**config.mk**
```make
export PLATFORM = sky130hd
export DESIGN_NAME = pwm_updown_timebase
export DESIGN_NICKNAME = d
export VERILOG_FILES = /design/src/rtl/pwm_tb_pkg.sv /design/src/rtl/pwm_tb_counter.sv /design/src/rtl/pwm_tb_regs.sv /design/src/rtl/pwm_tb_action.sv /design/src/rtl/pwm_updown_timebase.sv
export SDC_FILE = /design/constraint.sdc
export NUM_CORES = 1
export LEC_CHECK = 0
export ABC_AREA = 1
export CAP_MARGIN = 20
export CORE_MARGIN = 10
export CORE_UTILIZATION = 23
export CTS_CLUSTER_DIAMETER = 40
export DETAILED_ROUTE_END_ITERATION = 10
export HOLD_SLACK_MARGIN = 0.06
export PLACE_DENSITY_LB_ADDON = 0.1
export RECOVER_POWER = 100
export SETUP_SLACK_MARGIN = 0.2
export SLEW_MARGIN = 0
export SYNTH_ARGS = -nofsm -noshare
export SYNTH_HDL_FRONTEND = slang
export SYNTH_SLANG_ARGS = --single-unit
```
**constraint.sdc**
```tcl
create_clock -name clk -period 3 [get_ports clk]
set_clock_uncertainty 0.2 [all_clocks]
set_input_delay 0.9 -clock clk [delete_from_list [all_inputs] [get_ports clk]]
set_output_delay 0.9 -clock clk [all_outputs]
set_load 0.02 [all_outputs]
```
**src/rtl/pwm_tb_pkg.sv**
```systemverilog
package pwm_tb_pkg;
   typedef enum logic [1:0] {
      MODE_STOP = 2'b00,
      MODE_UPDN = 2'b01,
      MODE_RSV2 = 2'b10,
      MODE_RSV3 = 2'b11
   } tb_mode_e;

   localparam int unsigned A_CTRL = 0;
   localparam int unsigned A_PRD  = 1;
   localparam int unsigned A_CNT  = 2;
   localparam int unsigned A_CMP  = 3;
   localparam int unsigned A_STAT = 4;
endpackage

```
**src/rtl/pwm_tb_counter.sv**
```systemverilog
module pwm_tb_counter #(
   parameter int unsigned CTR_W = 16
) (
   input  logic             clk,
   input  logic             rst_n,
   input  logic             run,
   input  logic [CTR_W-1:0] prd_act,
   input  logic [CTR_W-1:0] cmp_act,
   input  logic             ld_en,
   input  logic [CTR_W-1:0] ld_val,
   output logic [CTR_W-1:0] ctr,
   output logic             dir_up,
   output logic             zero_evt,
   output logic             prd_evt,
   output logic             cmp_evt
);
   logic blk_q;

   assign zero_evt = run && !blk_q && (ctr == '0);
   assign prd_evt  = run && !blk_q && (ctr == prd_act);
   assign cmp_evt  = run && !blk_q && (ctr == cmp_act);

   always_ff @(posedge clk) begin
      if (!rst_n) begin
         ctr    <= '0;
         dir_up <= 1'b1;
         blk_q  <= 1'b0;
      end else begin
         blk_q <= ld_en;
         if (zero_evt)     dir_up <= 1'b1;
         else if (prd_evt) dir_up <= 1'b0;
         if (ld_en) begin
            ctr <= ld_val;
         end else if (run) begin
            if (zero_evt)     ctr <= ctr + 1'b1;
            else if (prd_evt) ctr <= ctr - 1'b1;
            else if (dir_up)  ctr <= ctr + 1'b1;
            else              ctr <= ctr - 1'b1;
         end
      end
   end

   // single steps between matches, including above the period
   a_r2_step_up: assert property (@(posedge clk) disable iff (!rst_n)
      run && !ld_en && !zero_evt && !prd_evt && dir_up |=> ctr == CTR_W'($past(ctr) + 1'b1));
   a_r10_step_down: assert property (@(posedge clk) disable iff (!rst_n)
      run && !ld_en && !zero_evt && !prd_evt && !dir_up |=> ctr == CTR_W'($past(ctr) - 1'b1));
   a_r2_rev_up: assert property (@(posedge clk) disable iff (!rst_n)
      zero_evt |=> dir_up);
   a_r2_rev_down: assert property (@(posedge clk) disable iff (!rst_n)
      prd_evt && !zero_evt |=> !dir_up);
   a_r5_freeze: assert property (@(posedge clk) disable iff (!rst_n)
      !run && !ld_en |=> $stable(ctr) && $stable(dir_up));
   a_r9_no_evt: assert property (@(posedge clk) disable iff (!rst_n)
      ld_en |=> !zero_evt && !prd_evt && !cmp_evt);
   a_r9_keep_dir: assert property (@(posedge clk) disable iff (!rst_n)
      ld_en && !zero_evt && !prd_evt |=> $stable(dir_up));
endmodule

```
**src/rtl/pwm_tb_regs.sv**
```systemverilog
module pwm_tb_regs
   import pwm_tb_pkg::*;
#(
   parameter int unsigned CTR_W     = 16,
   parameter int unsigned ADDR_W    = 3,
   parameter int unsigned PRD_RESET = 1000,
   parameter bit          RD_ACTIVE = 1'b1
) (
   input  logic              clk,
   input  logic              rst_n,
   input  logic              wr_en,
   input  logic [ADDR_W-1:0] wr_addr,
   input  logic [CTR_W-1:0]  wr_data,
   input  logic [ADDR_W-1:0] rd_addr,
   output logic [CTR_W-1:0]  rd_data,
   input  logic [CTR_W-1:0]  ctr,
   input  logic              dir_up,
   input  logic              zero_evt,
   output logic              run,
   output logic [CTR_W-1:0]  prd_act,
   output logic [CTR_W-1:0]  cmp_act,
   output logic              ld_en,
   output logic [CTR_W-1:0]  ld_val
);
   localparam logic [CTR_W-1:0] CTR_MAX = {CTR_W{1'b1}};

   tb_mode_e         mode_q;
   logic             imm_q, max_q;
   logic [CTR_W-1:0] prd_sh, cmp_sh, prd_rd, cmp_rd;
   logic             wr_ctrl, wr_prd, wr_cmp, wr_stat, max_clr;

   assign wr_ctrl = wr_en && (wr_addr == ADDR_W'(A_CTRL));
   assign wr_prd  = wr_en && (wr_addr == ADDR_W'(A_PRD));
   assign wr_cmp  = wr_en && (wr_addr == ADDR_W'(A_CMP));
   assign wr_stat = wr_en && (wr_addr == ADDR_W'(A_STAT));
   assign ld_en   = wr_en && (wr_addr == ADDR_W'(A_CNT));
   assign ld_val  = wr_data;
   assign max_clr = wr_stat && wr_data[1];
   assign run     = (mode_q == MODE_UPDN);

   always_ff @(posedge clk) begin
      if (!rst_n) begin
         mode_q  <= MODE_STOP;
         imm_q   <= 1'b0;
         max_q   <= 1'b0;
         prd_sh  <= CTR_W'(PRD_RESET);
         prd_act <= CTR_W'(PRD_RESET);
         cmp_sh  <= '0;
         cmp_act <= '0;
      end else begin
         if (wr_ctrl) begin
            mode_q <= tb_mode_e'(wr_data[1:0]);
            imm_q  <= wr_data[2];
         end
         if (wr_prd) prd_sh <= wr_data;
         if (wr_prd && imm_q)          prd_act <= wr_data;
         else if (zero_evt && !imm_q)  prd_act <= prd_sh;
         if (wr_cmp)   cmp_sh  <= wr_data;
         if (zero_evt) cmp_act <= cmp_sh;
         if (run && ctr == CTR_MAX) max_q <= 1'b1;
         else if (max_clr)          max_q <= 1'b0;
      end
   end

   generate
      if (RD_ACTIVE) begin : g_rd_act
         assign prd_rd = prd_act;
         assign cmp_rd = cmp_act;
      end else begin : g_rd_sh
         assign prd_rd = prd_sh;
         assign cmp_rd = cmp_sh;
      end
   endgenerate

   always_comb begin
      case (rd_addr)
         ADDR_W'(A_CTRL): rd_data = {{(CTR_W-3){1'b0}}, imm_q, mode_q};
         ADDR_W'(A_PRD):  rd_data = prd_rd;
         ADDR_W'(A_CNT):  rd_data = ctr;
         ADDR_W'(A_CMP):  rd_data = cmp_rd;
         ADDR_W'(A_STAT): rd_data = {{(CTR_W-2){1'b0}}, max_q, dir_up};
         default:         rd_data = '0;
      endcase
   end

   a_r8_max_hold: assert property (@(posedge clk) disable iff (!rst_n)
      max_q && !max_clr |=> max_q);
   a_r8_max_set: assert property (@(posedge clk) disable iff (!rst_n)
      run && ctr == CTR_MAX |=> max_q);
   a_r7_cmp_hold: assert property (@(posedge clk) disable iff (!rst_n)
      !zero_evt |=> $stable(cmp_act));
   a_r6_prd_hold: assert property (@(posedge clk) disable iff (!rst_n)
      !imm_q && !zero_evt |=> $stable(prd_act));
endmodule

```
**src/rtl/pwm_tb_action.sv**
```systemverilog
module pwm_tb_action (
   input  logic clk,
   input  logic rst_n,
   input  logic zero_evt,
   input  logic prd_evt,
   output logic pwm_q
);
   always_ff @(posedge clk) begin
      if (!rst_n)        pwm_q <= 1'b0;
      else if (zero_evt) pwm_q <= 1'b0;
      else if (prd_evt)  pwm_q <= 1'b1;
   end

   a_r4_clear: assert property (@(posedge clk) disable iff (!rst_n)
      zero_evt |=> !pwm_q);
   a_r4_set: assert property (@(posedge clk) disable iff (!rst_n)
      prd_evt && !zero_evt |=> pwm_q);
   a_r4_hold: assert property (@(posedge clk) disable iff (!rst_n)
      !zero_evt && !prd_evt |=> $stable(pwm_q));
endmodule

```
**src/rtl/pwm_updown_timebase.sv**
```systemverilog
module pwm_updown_timebase #(
   parameter int unsigned CTR_W     = 16,
   parameter int unsigned ADDR_W    = 3,
   parameter int unsigned PRD_RESET = 1000,
   parameter bit          RD_ACTIVE = 1'b1
) (
   input  logic              clk,
   input  logic              rst_n,
   input  logic              wr_en,
   input  logic [ADDR_W-1:0] wr_addr,
   input  logic [CTR_W-1:0]  wr_data,
   input  logic [ADDR_W-1:0] rd_addr,
   output logic [CTR_W-1:0]  rd_data,
   output logic [CTR_W-1:0]  ctr_o,
   output logic              zero_evt,
   output logic              prd_evt,
   output logic              cmp_evt,
   output logic              pwm_o
);
   generate
      if (CTR_W < 4) begin : g_bad_width
         $error("CTR_W must be at least 4");
      end
      if (ADDR_W < 3) begin : g_bad_addr
         $error("ADDR_W must be at least 3");
      end
   endgenerate

   logic             run, dir_up, ld_en;
   logic [CTR_W-1:0] prd_act, cmp_act, ld_val;

   pwm_tb_regs #(
      .CTR_W(CTR_W), .ADDR_W(ADDR_W), .PRD_RESET(PRD_RESET), .RD_ACTIVE(RD_ACTIVE)
   ) regs_i (
      .clk(clk), .rst_n(rst_n), .wr_en(wr_en), .wr_addr(wr_addr), .wr_data(wr_data),
      .rd_addr(rd_addr), .rd_data(rd_data), .ctr(ctr_o), .dir_up(dir_up),
      .zero_evt(zero_evt), .run(run), .prd_act(prd_act), .cmp_act(cmp_act),
      .ld_en(ld_en), .ld_val(ld_val)
   );

   pwm_tb_counter #(.CTR_W(CTR_W)) cnt_i (
      .clk(clk), .rst_n(rst_n), .run(run), .prd_act(prd_act), .cmp_act(cmp_act),
      .ld_en(ld_en), .ld_val(ld_val), .ctr(ctr_o), .dir_up(dir_up),
      .zero_evt(zero_evt), .prd_evt(prd_evt), .cmp_evt(cmp_evt)
   );

   pwm_tb_action act_i (
      .clk(clk), .rst_n(rst_n), .zero_evt(zero_evt), .prd_evt(prd_evt), .pwm_q(pwm_o)
   );
endmodule

```
# [Yosys cells after proc, flatten, opt, wreduce, memory -nomap -nowiden]
# Index checks and enable logic that the tools add are counted.
[classes] add_sub_neg=2 mul=0 div=0 n_lt_le_gt_ge=0 eq_ne=12 shifts=0 muxes=10 bitwise_logic=1 n_reduce_logical=22
[ops] cell="16-bit 2-to-1 mux" count=7
[ops] cell="16-bit one-hot mux with 5 select lines" count=1
[ops] cell="16-bit equality test" count=2
[ops] cell="16-bit by 1-bit adder with 16-bit output, second input constant" count=1
[ops] cell="16-bit equality test, second input constant" count=1
[ops] cell="16-bit logical NOT" count=1
[ops] cell="16-bit by 1-bit subtractor with 16-bit output, second input constant" count=1
[ops] cell="1-bit logical AND" count=13
[ops] cell="3-bit by 2-bit equality test with 1-bit output, second input constant" count=4
[ops] cell="3-bit by 1-bit equality test with 1-bit output, second input constant" count=2
[ops] cell="3-bit equality test, second input constant" count=2
[ops] cell="3-bit logical NOT" count=2
[ops] cell="2-bit nonzero test" count=3
[ops] cell="2-bit by 1-bit equality test with 1-bit output, second input constant" count=1
[ops] cell="1-bit logical NOT" count=2
[ops] cell="1-bit 2-to-1 mux" count=2
[ops] cell="2-bit OR reduction" count=1
[ops] cell="1-bit NOT" count=1
[word_totals] reg_bits=87 latchBits=0 ram_bits=0 rom_bits=0 inputBits=25 out_inout_bits=36 word_cells=58 mem_count=0

# [Logic depth before layout (Yosys ltp)]
[logic_depth] ltp_word=7 mapped_depth=13

# [Modules after synthesis]
# From an unflattened synthesis, not the netlist that was laid out.
[unflattened] hier_cells=899 hier_area_um2=5724.2
[by_module_without_submodules] module="pwm_tb_regs" n_inst=1 cells_per_inst=462 area_each_um2=3215.6
[by_module_without_submodules] module="pwm_tb_counter" n_inst=1 cells_per_inst=432 area_each_um2=2473.6
[by_module_without_submodules] module="pwm_tb_action" n_inst=1 cells_per_inst=5 area_each_um2=35.0

# [Worst setup path after synthesis]
# OpenSTA, ideal clock, no wires.
[synth_path] kind="input to output" from="in rd_addr[0]" to="out rd_data[10]" arrival_time_ps=2089 required_time_ps=1900 setup_slack_ps=-189 cell_stages=4 path_buffers=0 cell_sequence="inv_1 > nor3_1 > inv_1 > o21ai_0"
[synth_between] elab_chain_cells=2 word_cells_on_any_way=6
[synth_lines] item="from (decl)" line="pwm_updown_timebase.sv:12" rtl="input logic [ADDR_W-1:0] rd_addr,"
[synth_lines] item="3-bit equality test, or another cell as far along" line="pwm_tb_regs.sv:76" rtl="case (rd_addr)"
[synth_lines] item="16-bit one-hot mux with 5 select lines (*)" line="pwm_tb_regs.sv:76"
[synth_lines] item="to (decl)" line="pwm_updown_timebase.sv:13" rtl="output logic [CTR_W-1:0] rd_data,"
# Every way passes the cells marked *; elsewhere a longest branch is shown, timed or not.

# [Worst setup path in the final report]
[layout_path] from="in rd_addr[2]" to="out rd_data[11]"
# The elaborated chain is that of the path after synthesis.

==> impl_results.md <==
* Unrepaired setup endpoints after global routing: yes
* Detail Route Antenna Nets at 0
* WL per Instance at 19.8 µm
* Overall Global Routing Usage at 0.167
* Nets at 1016
* Synth unique cells at 45
* Hold buffers post-CTS at 0
* Clk buf depth at 2
* DPL Wire Length at 21000 µm
* Post-synthesis net count at 862
* CTS tree: done
* Commonest non-fill, non-tap cell in the layout: nand2_1
* Proportion of synthesized chip area in sequential cells at 0.310
* Met2 usage at 0.269
* Slew Viols, Final at 0
* Crit path time final at 2.98 ns
* Clk sinks at 87
* Slowest-stage cell, CP: nor3_4
* Hold Crit Class: flip-flop to flip-flop
* Worst-Margin Slew at 0.820 ns
* Drt drc at 0
* First-pass GRT wire length at 39100 µm
* H-tree lvl count at 3
* Post-Syn Area per Cell at 6.74 µm²
* Initial DRC Count at 467
* TritonCTS buffer count at 9
* DIE HEIGHT at 176 µm
* Crit path kind: input port to primary output
* Worst hold margin at 0.244 ns
* Critical-path cell list: buf_12, nor3_4, buf_6, buf_6, a22oi_2, o21ai_2, buf_6
* Layout cell share with drive strength beyond 1 at 0.286
* Slew headroom at 0.454
* Max rail drop VDD at 0.000249 V
* Crit path max fanout at 6
* Full die area at 31100 µm²
* Synthesized area at 5620 µm²
* Ant diodes at 0
* Max-cap violations at 0
* Most frequent cells in the layout: 177 x nand2_1, 108 x buf_4, 90 x inv_1, 71 x dfxtp_1
* Fin crit share at 0.992
* Synth async-reset ratio at 0
* P&R area growth vs syn at 43.0%
* Startpoint types: input port
* DR vias at 6161
* Reg-to-reg slack, setup at 0.19 ns
* Outcome: finished clean
* CP Data Arrival Time at 1.88 ns
* Met1 Use GR at 0.224
* Core area at 24200 µm²
* Cells after Synth at 834
* Cell family with most CP delay: buffers and inverters
* Count of final hold-check violations at 0
* Final WL at 26100 µm
* Initial antenna violation count at 0
* Clk_lat worst skew at 0.35 ns
* Fin area at 8030 µm²
* Fmax at 336 MHz
* Largest net degree at the start of global routing at 33
* Critical path data required time at 1.90 ns
* GP Congestion at 0.909
* Die Wd at 176 µm
* # setup viols final at 0
* PortBufs at 60
* GR peak layer: met2
* Synth Flop Type: dfxtp_1
* CP max stage delay at 0.27 ns
* Root Driver: clkbuf_16
* M3 GR Usage at 0.0263
* Via density at 4.68
* Worst-path clk slew at 0.07 ns
* Placed Instance Area at 7360 µm²
* Worst Path Buf+Inv at 4
* Initial Utilization at 0.232
* Number of synthesized flops with an enable pin at 0
* P per Cell Area at 379 nW/µm²
* Ports at 61
* Grt total ovfl at 0
* Vias in the first global route at 6043
* Syn. warnings at 0
* Crit. End Element: primary output
* Leak pwr at 3.46 nW
* Seq cells post-synth at 87
* CP most frequent cell: buf_6
* Rows at 57
* DRT Pass-1 Iters at 5
-- path summary, 6_finish.rpt --
check,startpoint,cells after the start,end
worst max-delay path,rd_addr[2],7,rd_data[11]
worst min-delay path,regs_i.cmp_sh[1]$_SDFFE_PN0P_,2,regs_i.cmp_sh[1]$_SDFFE_PN0P_
worst max register to register,cnt_i.ctr[4]$_SDFFE_PN0P_,13,regs_i.prd_act[13]$_SDFFE_PN0P_
worst min register to register,regs_i.cmp_sh[1]$_SDFFE_PN0P_,2,regs_i.cmp_sh[1]$_SDFFE_PN0P_
-- area by class of cell --
cell class,instances,area [µm²]
clock buffer,12,236
clock inverter,3,68.8
fill,2639,16100
inverter,114,457
multi-input combinational,589,3440
sequential,87,1770
tap,324,405
timing repair buffer,187,1650
-- registers in the layout, indices dropped and copies added (netlist names), 2 cells and up --
signal,flops
regs_i.cmp_act,16
regs_i.prd_act,16
regs_i.prd_sh,16
cnt_i.ctr,16
regs_i.mode_q,2
regs_i.cmp_sh,16
-- repair_timing --
item / in CTS / in global routing
setup buffers: 4 / 5
pin swaps: 18 / 18
endpoints found under the hold margin: 0 / 0
resized for setup: 185 / 46
setup endpoints to repair: 27 / 21
-- worst reg2reg max path, cell delays in order, from the launching register on --
cell and delay, ns:
dfxtp_4 0.36, buf_12 0.12, nor2_4 0.10, buf_4 0.11, buf_4 0.09, buf_4 0.10
nand2_2 0.08, nor2_1 0.21, nand3_1 0.47, nor2_2 0.33, nor2_2 0.14, buf_12 0.18
nor2_1 0.16, nor2_1 0.06
-- cell usage after synthesis (4+ instances only) --
cell type | count | share of area
clkbuf_1 | 15 | 0.010
nor3_1 | 12 | 0.011
xor2_1 | 21 | 0.033
o211ai_1 | 12 | 0.016
xnor2_1 | 6 | 0.0094
nand2_2 | 5 | 0.0056
buf_2 | 10 | 0.0089
dfxtp_1 | 87 | 0.31
o21ai_0 | 70 | 0.062
a221oi_1 | 4 | 0.0062
nor2_1 | 50 | 0.033
o21ai_2 | 5 | 0.0078
o221ai_1 | 4 | 0.0062
buf_6 | 11 | 0.022
a21oi_1 | 64 | 0.057
nand2_1 | 187 | 0.12
buf_4 | 8 | 0.011
a22oi_1 | 9 | 0.012
inv_1 | 98 | 0.065
nand4_1 | 18 | 0.020
inv_2 | 11 | 0.0073
a21oi_2 | 5 | 0.0078
nand3_1 | 55 | 0.049
nor2_4 | 6 | 0.012
nor2_2 | 9 | 0.010
o22ai_1 | 19 | 0.021
nor3_2 | 4 | 0.0071
-- through the flow --
step / cells / util / total power [mW] / setup TNS [ns] / worst slack [ns]
after floorplan: 834 / - / 1.55 / 0 / 0.0536
after global placement: 1292 / 0.304 / 1.82 / -15.20 / -1.03
after detailed placement: 1292 / 0.304 / 1.82 / -15.26 / -1.03
after CTS: 1311 / 0.327 / 3.06 / 0 / 0.0139
after global routing: 1316 / 0.332 / 3.19 / -0.179 / -0.0238
final: 1316 / 0.332 / 3.05 / 0 / 0.0238
-- report_power, final --
| group | leakage, nW | internal, mW | total, mW | switching [mW] |
|---|---|---|---|---|
| combinational | 2.59 | 0.243 | 0.604 | 0.361 |
| sequential | 0.714 | 1.19 | 1.22 | 0.0341 |
| clock | 0.147 | 0.729 | 1.22 | 0.489 |
-- cells by family (layout without fill, tap and decap cells) --
family,Yosys count,after routing,share of synthesized area
XOR/XNOR,27,27,0.0421
flip-flops,87,87,0.310
buffers and inverters,158,316,0.130
adder cells (fa/ha/maj),3,3,0.00668
AND/OR/NAND/NOR,360,360,0.303
AO/OA/AOI/OAI,199,199,0.208
-- metal layers --
metal	wire (µm)	up-vias
met5	0	-
met1	12200	2929
met4	500	0
li1	-	3062
met2	12200	145
met3	1190	25
Note: power is estimated with default switching activity, not from simulation.
